--- src/rtl/brnpc_pkg.sv ---
package brnpc_pkg;

  typedef enum logic [1:0] {
    FLOW_SEQ   = 2'd0,
    FLOW_BR_NT = 2'd1,
    FLOW_BR_TK = 2'd2,
    FLOW_JUMP  = 2'd3
  } flow_e;

  // Result of comparing the two operands, produced by the datapath.
  typedef struct packed {
    logic eq;
    logic ltS;
    logic ltU;
  } cmp_flags_t;

  // Strobes sent from control to the datapath.
  typedef struct packed {
    logic takeTarget;
    logic useJump;
    logic linkWr;
  } npc_strobes_t;

  localparam logic [6:0] OPC_BRANCH = 7'h63;
  localparam logic [6:0] OPC_JAL    = 7'h6F;

endpackage

--- src/rtl/brnpc_ctrl.sv ---
module brnpc_ctrl
  import brnpc_pkg::*;
(
  input  logic         clk,
  input  logic         rst,
  input  logic         instValid,
  input  logic [6:0]   opcode,
  input  logic [2:0]   funct3,
  input  logic [4:0]   rdIdx,
  input  cmp_flags_t   flags,
  output npc_strobes_t strobes,
  output flow_e        flowKind
);

  logic isBranch;
  logic isJump;
  logic condHit;

  assign isBranch = (opcode == OPC_BRANCH);
  assign isJump   = (opcode == OPC_JAL);

  always_comb begin
    unique case (funct3)
      3'd0:    condHit = flags.eq;
      3'd1:    condHit = !flags.eq;
      3'd4:    condHit = flags.ltS;
      3'd5:    condHit = !flags.ltS;
      3'd6:    condHit = flags.ltU;
      3'd7:    condHit = !flags.ltU;
      default: condHit = 1'b0;   // 2 and 3: never taken
    endcase
  end

  always_comb begin
    strobes.takeTarget = isJump || (isBranch && condHit);
    strobes.useJump    = isJump;
    strobes.linkWr     = isJump && (rdIdx != 5'd0) && instValid;
    if (isJump)        flowKind = FLOW_JUMP;
    else if (isBranch) flowKind = condHit ? FLOW_BR_TK : FLOW_BR_NT;
    else               flowKind = FLOW_SEQ;
  end

  AST_STROBE_CLASS: assert property (@(posedge clk) disable iff (rst)
    strobes.takeTarget |-> (flowKind == FLOW_JUMP || flowKind == FLOW_BR_TK));

  AST_RSVD_NOT_TAKEN: assert property (@(posedge clk) disable iff (rst)
    (isBranch && (funct3 == 3'd2 || funct3 == 3'd3)) |-> !strobes.takeTarget);

endmodule

--- src/rtl/brnpc_datapath.sv ---
module brnpc_datapath
  import brnpc_pkg::*;
#(
  parameter int XLEN = 64
) (
  input  logic [XLEN-1:0] pc,
  input  logic [XLEN-1:0] srcA,
  input  logic [XLEN-1:0] srcB,
  input  logic [31:7]     instHi,
  input  npc_strobes_t    strobes,
  output cmp_flags_t      flags,
  output logic [XLEN-1:0] nextPc,
  output logic [XLEN-1:0] linkData
);

  localparam int BR_W  = 13;
  localparam int JMP_W = 21;
  localparam logic [XLEN-1:0] STEP = XLEN'(4);

  logic [BR_W-1:0]  brRaw;
  logic [JMP_W-1:0] jmpRaw;
  logic [XLEN-1:0]  brOff;
  logic [XLEN-1:0]  jmpOff;
  logic [XLEN-1:0]  seqPc;
  logic [XLEN-1:0]  tgtPc;

  // Offset fields are gathered back into order; the lowest bit is always zero.
  assign brRaw  = {instHi[31], instHi[7], instHi[30:25], instHi[11:8], 1'b0};
  assign jmpRaw = {instHi[31], instHi[19:12], instHi[20], instHi[30:21], 1'b0};

  assign brOff  = {{(XLEN-BR_W){brRaw[BR_W-1]}}, brRaw};
  assign jmpOff = {{(XLEN-JMP_W){jmpRaw[JMP_W-1]}}, jmpRaw};

  assign flags.eq  = (srcA == srcB);
  assign flags.ltS = ($signed(srcA) < $signed(srcB));
  assign flags.ltU = (srcA < srcB);

  assign seqPc    = pc + STEP;
  assign tgtPc    = pc + (strobes.useJump ? jmpOff : brOff);
  assign nextPc   = strobes.takeTarget ? tgtPc : seqPc;
  assign linkData = seqPc;

endmodule

--- src/rtl/brnpc_unit.sv ---
module brnpc_unit
  import brnpc_pkg::*;
#(
  parameter int              XLEN      = 64,
  parameter logic [XLEN-1:0] RESET_VEC = XLEN'(64'h8000_0000)
) (
  input  logic            clk,
  input  logic            rst,
  input  logic            instValid,
  input  logic [31:0]     instWord,
  input  logic [XLEN-1:0] srcA,
  input  logic [XLEN-1:0] srcB,
  output logic [XLEN-1:0] pcOut,
  output logic [XLEN-1:0] nextPc,
  output logic            linkEn,
  output logic [4:0]      linkIdx,
  output logic [XLEN-1:0] linkData,
  output logic [1:0]      flowKind
);

  npc_strobes_t strobes;
  cmp_flags_t   flags;
  flow_e        flowSel;
  logic [XLEN-1:0] pcQ;

  brnpc_ctrl u_ctrl (
    .clk      (clk),
    .rst      (rst),
    .instValid(instValid),
    .opcode   (instWord[6:0]),
    .funct3   (instWord[14:12]),
    .rdIdx    (instWord[11:7]),
    .flags    (flags),
    .strobes  (strobes),
    .flowKind (flowSel)
  );

  brnpc_datapath #(.XLEN(XLEN)) u_dp (
    .pc      (pcQ),
    .srcA    (srcA),
    .srcB    (srcB),
    .instHi  (instWord[31:7]),
    .strobes (strobes),
    .flags   (flags),
    .nextPc  (nextPc),
    .linkData(linkData)
  );

  always_ff @(posedge clk) begin
    if (rst)            pcQ <= RESET_VEC;
    else if (instValid) pcQ <= nextPc;
  end

  assign pcOut    = pcQ;
  assign linkEn   = strobes.linkWr;
  assign linkIdx  = instWord[11:7];
  assign flowKind = flowSel;

  AST_RESET_VECTOR: assert property (@(posedge clk)
    rst |=> (pcOut == RESET_VEC));

  AST_HOLD_IDLE: assert property (@(posedge clk) disable iff (rst)
    !instValid |=> $stable(pcOut));

  AST_SEQ_STEP: assert property (@(posedge clk) disable iff (rst)
    (instValid && (flowKind == FLOW_SEQ || flowKind == FLOW_BR_NT))
      |=> (pcOut == $past(pcOut) + XLEN'(4)));

  AST_LINK_ONLY_JUMP: assert property (@(posedge clk) disable iff (rst)
    linkEn |-> (flowKind == FLOW_JUMP && linkIdx != 5'd0 && instValid));

endmodule

--- config.mk ---
export PLATFORM = sky130hd
export DESIGN_NAME = brnpc_unit
export DESIGN_NICKNAME = d
export VERILOG_FILES = /design/src/rtl/brnpc_pkg.sv /design/src/rtl/brnpc_ctrl.sv /design/src/rtl/brnpc_datapath.sv /design/src/rtl/brnpc_unit.sv
export SDC_FILE = /design/constraint.sdc
export NUM_CORES = 1
export LEC_CHECK = 0
export ABC_AREA = 1
export BUFFER_PORTS_ARGS = -buffer_cell sky130_fd_sc_hd__buf_2
export CORE_ASPECT_RATIO = 0.8
export CORE_MARGIN = 2
export CORE_UTILIZATION = 50
export DETAILED_ROUTE_END_ITERATION = 6
export PLACE_DENSITY = 0.8
export SLEW_MARGIN = 20
export SYNTH_ARGS = -nofsm -noshare
export SYNTH_HDL_FRONTEND = slang
export SYNTH_HIERARCHICAL = 1
export SYNTH_SLANG_ARGS = --single-unit
--- constraint.sdc ---
create_clock -name clk -period 2.55 [get_ports clk]
set_input_delay 0.1275 -clock clk [delete_from_list [all_inputs] [get_ports clk]]
set_output_delay 0.1275 -clock clk [all_outputs]
set_load 0.02 [all_outputs]
==> run summary, run 1 <==
Seq/Total Area, Yosys -> 9.93%
post-synthesis simple-gate area fraction -> 49.4%
post-synthesis mux area share -> 0%
largest net degree at the start of global routing -> 62
count leader, synth -> nand2_1
Cell Count Post-Placement -> 3424
Post-Synth XOR/XNOR Area -> 5.89%
# rows -> 52
I/O Buffers -> 362
worst endpoint type -> output port
Initial Utilization -> 51.0%
yosys warns -> 6
H-Tree Depth -> 3
DIE WIDTH -> 184 µm
Compound-Gate Fraction of Synth Area -> 5.18%
area of placed instances -> 17600 µm²
Mapped Area -> 12900 µm²
clock buffer depth -> 2
adder-cell share of the synthesized area -> 12.5%
CTS Root Cell -> clkbuf_16
Failed at -> global routing (5_1_grt)
GRT Total Usage -> 67.3%
synthesized area per cell -> 5.15 µm²
Post-synth EDFFs -> 0
post-synthesis cell type count -> 41
prevailing post-synth register cell -> dfxtp_1
main area contributors after synthesis -> nand2_1, inv_1, ha_1
worst_ep grt -> nextPc[27]
status -> aborted with a tool error
top cell type by total area after synthesis -> nand2_1
Syn Inst Count -> 2503
Synth Net Count -> 2794
Num Clock Sinks -> 64
Post-synth top cells -> nand2_1, inv_1, nor2_1
post-detail-place hpwl -> 51700 µm
Tool Error -> [ERROR GRT-0232] Routing congestion too high. Check the congestion heatmap in the GUI.
Async SR Flop Fraction -> 0%
Yosys top cell area share -> 28.5%
CTS buffer count -> 9
I/O pins -> 363
grt ovf -> 5
die height -> 148 µm
cts hold-fix bufs -> 0
synthesized flop and latch total -> 64
gp weighted congestion -> 1.05
largest family of logic cells by synthesized area -> simple AND/OR/NAND/NOR gates
## logic make-up after synthesis
| family | Yosys count |
|---|---|
| buffers and inverters | 550 |
| xor gates and xnor gates | 85 |
| AOI/OAI and AO/OA | 130 |
| DFF | 64 |
| and+or+nand+nor | 1546 |
| adders and majority gates | 128 |
## metal layers
layer,GRT usage (%),GRT overflow
met4,57.1,4
met3,50.8,0
met5,22.9,0
met2,84.2,1
met1,71.4,0
## stage by stage
stage                     setup slack [ns]  utilization [%]  hold slack, ns  setup TNS (ns)
after detailed placement            -0.618             69.5           0.520          -62.92
after CTS                           -0.286             78.7           0.202          -13.67
after floorplan                     -0.104                -           0.305           -2.37
after global placement              -0.523             69.5           0.500          -48.66
## timing repair
| item | CTS |
|---|---|
| buffers inserted | 28 |
| cloned | 7 |
| pin swaps | 56 |
| setup endpoints to repair | 146 |
| gates resized for setup | 393 |
==> run 2, diff against run 1 <==
Settings changed: CORE_ASPECT_RATIO 0.8 to default, CORE_UTILIZATION 50 to 40, PLACE_DENSITY 0.8 to default, PLACE_DENSITY_LB_ADDON from default to 0.15.
Clock period 2.55 ns to 3.31 ns, I/O delays scaled along.
==> run 2 against run 1 <==
Net effect: the flow now finishes, with violations (design-rule violations); synthesized area unchanged; synthesized cell count unchanged.
==> run summary, run 2 <==
Sw Ratio -> 47.6%
yosys warns -> 6 (unchanged)
Area Overhead vs Synth -> 30.0%
initial antenna violation count -> 8
worst-path maximum fanout -> 3
setup TNS -> 0 ns
Largest register FFs -> 64
top cell type by total area after synthesis -> nand2_1 (unchanged)
Post-synth EDFFs -> 0 (unchanged)
CTS tree -> yes
Seq/Total Area, Yosys -> 9.93% (unchanged)
Residual DRC -> 1
area of placed instances -> 16000 µm² (was 17600 µm²)
slowest CP cell -> or2_2
Syn Inst Count -> 2503 (unchanged)
CTS Root Cell -> clkbuf_16 (unchanged)
first-pass GRT wire length -> 94200 µm
I/O Buffers -> 362 (unchanged)
remaining antenna violation count -> 0
drt total wl -> 65500 µm
CP arrival -> 3.06 ns
endpoints failing setup -> 0
P_leak -> 10.3 nW
cts hold-fix bufs -> 0 (unchanged)
count of pins over their slew limit -> 0
GRT Total Usage -> 37.4%
Clock power frac -> 24.6%
top cell family by delay on the critical path -> simple AND/OR/NAND/NOR gates
CTS buffer count -> 9 (unchanged)
post-synthesis cell type count -> 41 (unchanged)
Setup crit start kind -> input pin
sequential share of power -> 21.7%
1st-iter DRT viols -> 1743
WP buf/inv -> 7
Crit. End Element -> primary output
Final min period -> 3.23 ns
violated checks -> design-rule violations
Core Region -> 31600 µm²
Async SR Flop Fraction -> 0% (unchanged)
clock buffer depth -> 2 (unchanged)
crit path kind -> in -> out
Filler Cells Inserted -> 3411
main area contributors after synthesis -> nand2_1, inv_1, ha_1 (unchanged)
H-Tree Depth -> 3 (unchanged)
NetSw -> 2.02 mW
gp weighted congestion -> 1.07 (was 1.05)
Yosys top cell area share -> 28.5% (unchanged)
Initial Utilization -> 40.8% (was 51.0%)
CP dominant cell by count -> nand2_1
Core Util, Final -> 53.0%
Post-synth top cells -> nand2_1, inv_1, nor2_1 (unchanged)
worst-margin pin slew -> 0.705 ns
Final Cycle Share -> 97.5%
grt ovf -> 0
# rows -> 65 (was 52)
first drt pass iteration count -> 7
pre-CTS WS -> -0.111 ns (was -0.618 ns)
I/O pins -> 363 (unchanged)
die height -> 184 µm (was 148 µm)
Sequential Area -> 1280 µm²
DIE WIDTH -> 184 µm (unchanged)
max_cap viols -> 0
proportion of layout cells with a drive suffix above 1 -> 21.1%
latest clock arrival within the worst-skew pair -> 0.37 ns
final instance area -> 16800 µm²
final net count -> 3261
count leader, synth -> nand2_1 (unchanged)
Finished Layout Cells -> 3383
Mapped Area -> 12900 µm² (unchanged)
vias in the first global route -> 16200
commonest non-fill, non-tap cell in the layout -> nand2_1
worst hold slack -> 0.340 ns
DR WL/cell -> 19.4 µm
fmax -> 310 MHz
clk slew on worst S/H paths -> 0.07 ns
Synth Net Count -> 2794 (unchanged)
status -> complete, but fails checks (was aborted with a tool error)
Via density -> 5.13
synthesized flop and latch total -> 64 (unchanged)
prevailing post-synth register cell -> dfxtp_1 (unchanged)
synthesized area per cell -> 5.15 µm² (unchanged)
Hold Crit Class -> in -> reg
Setup WS post-layout -> 0.0815 ns
worst clock skew -> 0.00833 ns
Final Hold Fails -> 0
worst vdd ir -> 236 µV
post-detail-place hpwl -> 55500 µm (was 51700 µm)
Internal -> 2.22 mW
max incr delay on CP -> 0.26 ns
die area -> 33700 µm²
via count -> 17300
Logic pwr share -> 53.7%
pwr/cell area -> 253 nW/µm²
most frequent cells in the layout -> nand2_1, inv_1, buf_2
Slew headroom -> 52.8%
Num Clock Sinks -> 64 (unchanged)
footprint of the multi-input gates -> 9700 µm²
Cell Count Post-Placement -> 3354 (was 3424)
WP data required -> 3.14 ns
total power -> 4.24 mW
largest net degree at the start of global routing -> 129
[run 2: power groups by stage]
| stage | logic [mW] | registers (mW) | clock network, mW |
|---|---|---|---|
| floorplan | 1.24 | 0.969 | 0 |
| global placement | 2.14 | 0.930 | 0 |
| detailed placement | 2.16 | 0.930 | 0 |
| CTS | 2.18 | 0.913 | 1.05 |
| global route | 2.48 | 0.923 | 1.08 |
| finish | 2.28 | 0.919 | 1.04 |
[run 2: final timing paths]
path / depth (start not counted) / to / start / slack [ns]
worst min register to register: 2 / pcOut[0]$_SDFFE_PP0P_ / pcOut[0]$_SDFFE_PP0P_ / 0.54
worst max register to register: 14 / pcOut[28]$_SDFFE_PP0P_ / pcOut[2]$_SDFFE_PP0P_ / 0.46
worst max-delay path: 25 / nextPc[58] / instWord[2] / 0.08
worst min-delay path: 3 / pcOut[31]$_SDFFE_PP1P_ / rst / 0.34
[run 2: tightest hold or removal path, stage by stage]
cell     delay (ns)
buf_2          0.09
inv_2          0.24
nand3_1        0.17
[run 2: per-layer routing]
| metal | global-route usage, % | wire length, µm |
|---|---|---|
| met3 | 7.75 | 6110 |
| met5 | 0 | 0 |
| met2 | 63.5 | 30300 |
| met4 | 14.6 | 2660 |
| met1 | 46.3 | 26400 |
[run 2: what timing repair did]
item	CTS	global route
cloned	0	3
endpoints found under the setup margin	36	62
gates resized for setup	10	105
buffers inserted	0	4
pin swaps	0	11
[run 2: layout make-up]
type	instances	share of cell area, %
multi-input combinational	1889	57.8
clock buffer	10	1.37
tap	402	3.00
sequential	64	7.66
clock inverter	6	0.410
timing repair buffer	500	18.2
inverter	506	11.4
antenna	6	0.0895
[run 2: cell families (layout without fill, tap and decap cells)]
group / Yosys count / in the layout / synth area share (%)
other: 0 / 6 / 0
adder cells (fa/ha/maj): 128 / 128 / 12.5
AO/OA/AOI/OAI: 130 / 130 / 5.18
AND/OR/NAND/NOR: 1546 / 1546 / 49.4
XOR/XNOR: 85 / 85 / 5.89
buffers and inverters: 550 / 1022 / 17.1
flip-flops: 64 / 64 / 9.93
No activity file was read; power rests on OpenSTA's default activity.
